### config.mk
export PLATFORM = sky130hd
export DESIGN_NAME = prefix_sym_decoder
export DESIGN_NICKNAME = d
export VERILOG_FILES = /design/src/rtl/prefix_sym_decoder.sv
export SDC_FILE = /design/constraint.sdc
export NUM_CORES = 1
export LEC_CHECK = 0
export ABC_AREA = 0
export CORE_AREA = 2 2 39 41
export DETAILED_ROUTE_END_ITERATION = 8
export DIE_AREA = 0 0 41 43
export PLACE_DENSITY = 0.41
export SLEW_MARGIN = 40
export SYNTH_ARGS = -nofsm -noshare
export SYNTH_HDL_FRONTEND = slang
export SYNTH_SLANG_ARGS = --single-unit
export TNS_END_PERCENT = 1
### constraint.sdc
create_clock -name clk -period 2.6 [get_ports clk]
set_clock_uncertainty 0.1 [all_clocks]
set_input_delay 0.52 -clock clk [delete_from_list [all_inputs] [get_ports clk]]
set_output_delay 0.52 -clock clk [all_outputs]
set_load 0.02 [all_outputs]
### src/rtl/prefix_sym_decoder.sv
module prefix_sym_decoder (
  input  logic       clk,
  input  logic       rst,
  input  logic       bit_i,
  output logic [3:0] sym_o
);

  localparam int NSYM = 4;
  localparam int SW   = 3;

  typedef enum logic [SW-1:0] {
    S_ROOT = 3'd0,
    S_Z    = 3'd1,
    S_ZZ   = 3'd2,
    S_A    = 3'd3,
    S_B    = 3'd4,
    S_C    = 3'd5,
    S_D    = 3'd6
  } state_t;

  state_t state, state_nx;

  logic at_root;
  assign at_root = (state == S_ROOT) || (state == S_A) || (state == S_B) ||
                   (state == S_C) || (state == S_D);

  always_comb begin
    state_nx = state;
    if (at_root)
      state_nx = bit_i ? S_D : S_Z;
    else if (state == S_Z)
      state_nx = bit_i ? S_C : S_ZZ;
    else if (state == S_ZZ)
      state_nx = bit_i ? S_B : S_A;
    else
      state_nx = S_ROOT;
  end

  always_ff @(posedge clk) begin
    if (rst) state <= S_ROOT;
    else     state <= state_nx;
  end

  always_comb begin
    sym_o = '0;
    case (state)
      S_A:     sym_o = NSYM'(4'b1000);
      S_B:     sym_o = NSYM'(4'b0100);
      S_C:     sym_o = NSYM'(4'b0010);
      S_D:     sym_o = NSYM'(4'b0001);
      default: sym_o = '0;
    endcase
  end

  p_d_word_r1: assert property (@(posedge clk) disable iff (rst)
    (at_root && bit_i) |=> (sym_o == 4'b0001));

  p_c_word_r2: assert property (@(posedge clk) disable iff (rst)
    (state == S_Z && bit_i) |=> (sym_o == 4'b0010));

  p_a_word_r3: assert property (@(posedge clk) disable iff (rst)
    (state == S_ZZ && !bit_i) |=> (sym_o == 4'b1000));

  p_b_word_r4: assert property (@(posedge clk) disable iff (rst)
    (state == S_ZZ && bit_i) |=> (sym_o == 4'b0100));

  p_onehot_r5: assert property (@(posedge clk) disable iff (rst)
    $onehot0(sym_o));

  p_single_pulse_r6: assert property (@(posedge clk) disable iff (rst)
    ((sym_o != 4'b0000) && !bit_i) |=> (sym_o == 4'b0000));

  p_no_idle_r7: assert property (@(posedge clk) disable iff (rst)
    ((sym_o != 4'b0000) && bit_i) |=> (sym_o == 4'b0001));

endmodule

Word-level counts from Yosys, hierarchy flattened --
Cells that the tools add are included.
Operators by class: mux-type cells 7, reduce and logical (&&, ||, !) cells 5, eq/ne operators 6
Operators by type and width (number):
- $mux W3 | 6
- $pmux W4 S4 | 1
- $eq A3 B3 Y1 const B | 3
- $eq A3 B2 Y1 const B | 2
- $logic_or A1 B1 Y1 | 4
- $eq A3 B1 Y1 const B | 1
- $logic_not A3 Y1 | 1
Word-level totals: input port bits 3, register bits 3, word-level logic and storage cells 19

Logic depth before layout (Yosys ltp) --
depth in word-level cells 6, mapped depth 4

Worst setup path after synthesis --
No wires, ideal clock.
path type register -> output, from register state[0], to output port sym_o[3], arrival 0.804 ns, stages on the path, launching flop included 3, required time 1.980 ns, buffers on the path 0, setup slack 1.176 ns, cells stage by stage dfxtp_1 -> inv_1 -> nor2_1
On the way: word-level cells in the longest chain between the ends 2, elaborated cells on any way between the ends 5
Ends and longest elaborated chain:
- start, declared | line 21 | state_t state, state_nx;
- start signal, assigned | line 41 | else state <= state_nx;
- $eq A3 B3 Y1 / $eq A3 B2 Y1 (equally long branches) | line 46 | case (state)
- $pmux W4 S4 * | line 46
- end, declared | line 5 | output logic [3:0] sym_o
Every way passes the cells marked *; elsewhere a longest branch is shown, timed or not.

Final worst setup path --
from register state[1], to output port sym_o[3]
The elaborated chain is that of the path after synthesis.

==> metrics <==
status=finished clean; fin crit share=83.6%; kind of critical path=register to output pin; post-route insts no fill=48; Post-Syn Area=201 um2; CP endpoint kind=output pin; largest cells by area after synthesis=dfxtp_1 30%, a2111oi_2 7.5%, nor2b_1 6.2%, nor3b_2 6.2%, a311oi_1 4.3%; RSZ-0062 raised after global routing=no; cells along the critical path=nand2b_1 -> nor2_1 -> clkdlybuf4s50_1; CP arrival=1.55 ns; root buffer cell=clkbuf_4; critical path fanouts, max=9; Syn Area/Cell=8.76 um2; Top Registers=state (3); nets=36; Inserted Clock Buffers=3; worst hold slack=0.474 ns; GRT Overall Usage=6.62%; Slew headroom=78.6%; drt drc=0; global-route wire length before repair=752 um; Gate Count Post-Synth=23; Distinct cells, synth=18; post-detailed-route count of antenna-violating nets=0; Core ar.=1380 um2; vias=195; placed cell count=44; Longest Clk Path Bufs=2; port bufs=6; final total power=0.174 mW; Crit path buffers/inverters=1; Avg WL per Cell=9.38 um; FMAX=460 MHz; Pins Over Slew Limit=0; Pre-antenna DRT Iters=2; Sink Count=3; post-synthesis sequential area ratio=29.8%; postcts setup bufs=0; leading area contributor after synthesis=dfxtp_1; Synth Flop Type=dfxtp_1; number of flip-flops in the largest register=3; number of synthesized flops with an enable pin=0; chip width=41 um; grt ovf=0; Inserted Diodes=0; num rows=14; share of cells above drive strength 1=18.8%; Filler cells=159; placed inst area=274 um2; post-DP HPWL=324 um; Setup TNS Final=0 ns; leakage=0.118 nW; Slowest Stage Delay on Critical Path=0.60 ns; post-route cell area=300 um2; CTS tree=done; vias in the first global route=196; cts hold-fix bufs=0; count leader, synth=dfxtp_1; commonest cells in the netlist=3 x dfxtp_1, 2 x inv_1, 2 x nor2_1, 2 x nor2b_1; crit path time final=2.17 ns; post-synthesis async set-or-reset flop share=0%; GPL Wtd Cong=0.699; Mapped Nets=26; largest net degree at the start of global routing=10; Biggest register=state; max-cap check violation count=0; IR drop worst, VDD=0.130 mV; worst-skew pair later-pin latency=0.23 ns; crit path launch type=register; Final Hold Fails=0; Die Height=43 um; Routed WL=450 um; H-tree depth=1; Starting Density=14.6%; Crit path max-delay family=buffers and inverters; Worst Tran Pin Value=0.320 ns; Clk pin slew, worst setup/hold paths=0.04 ns; final setup vio count=0; synth-to-layout area growth=49.1%; Die Area=1760 um2; CP required=1.98 ns; Synth Register Bits=3; share of the synthesized area in the top cell type=29.8%; routed vias/inst=4.06; Pwr per Cell Area=579 nW/um2; worst hold path type=register to register; cts repair resizes=0; initial antenna violation count=0; Warnings, synthesis=0; IO Pins=7; slowest CP cell=clkdlybuf4s50_1; DRT iter0 DRCs=1
-- worst reg2reg max path: cells and delay by family, from the launching register on --
kind	cells	cell delay [ns]
AO/OA/AOI/OAI	1	0.36
XOR/XNOR	1	0.14
AND/OR/NAND/NOR	1	0.21
flip-flops	1	0.35
-- kinds of logic (layout without fill, tap and decap cells) --
logic type | Yosys count | after routing | synth area share, %
buffers and inverters | 3 | 12 | 7.46
AND/OR/NAND/NOR | 10 | 10 | 32.9
AO/OA/AOI/OAI | 6 | 6 | 25.5
XOR/XNOR | 1 | 1 | 4.35
flip-flops | 3 | 3 | 29.8
-- layout make-up --
cell class              count  area, um2  share of cell area [%]
flip-flops and latches      3       60.1                    20.0
repair buffers              6       60.1                    20.0
clock buffers               4       26.3                    8.75
inverters                   2       7.51                    2.50
well taps                  16       20.0                    6.67
multi-input cells          17        126                    42.1
-- placed cells by master (no fill, tap or decap) --
master           Yosys  routed
clkdlybuf4s50_1      0       6
and3_1               1       1
a311oi_1             1       1
and3b_1              1       1
clkbuf_4             0       3
o21bai_1             1       1
a2111oi_2            1       1
nor2_1               2       2
xnor2_1              1       1
nand2_1              1       1
a21oi_1              1       1
clkbuf_1             0       1
nor2b_1              2       2
dfxtp_1              3       3
inv_1                2       2
nor3b_2              1       1
nand2b_1             1       1
a211oi_1             1       1
nand2b_2             1       1
a21o_1               1       1
-- per-layer routing --
metal	vias to the layer above	GRT usage [%]	share of wire, %
met1	96	5.77	41
met3	0	4.71	0
met2	0	10.3	59
li1	99	-	-
met4	0	4.00	0
met5	-	0	0
-- power breakdown --
part	leakage (nW)	switching, mW	internal (mW)
combinational	0.0779	0.0144	0.0187
sequential	0.0250	0.00944	0.0505
clock	0.0150	0.0233	0.0575
-- worst paths after layout --
kind             from       end  slack [ns]  depth (start not counted)
max          state[1]  sym_o[3]        0.43                          3
min          state[2]  state[2]        0.47                          1
max reg2reg  state[2]  state[1]        1.34                          3
min reg2reg  state[2]  state[2]        0.47                          1
-- through the flow --
stage                     utilization [%]  setup WS, ns
final                                21.7         0.428
after global routing                 21.7         0.338
after CTS                            21.7         0.393
after detailed placement             19.8         0.657
after global placement               19.8         0.678
after floorplan                         -          1.18
Power figures use the tool's default switching activity.
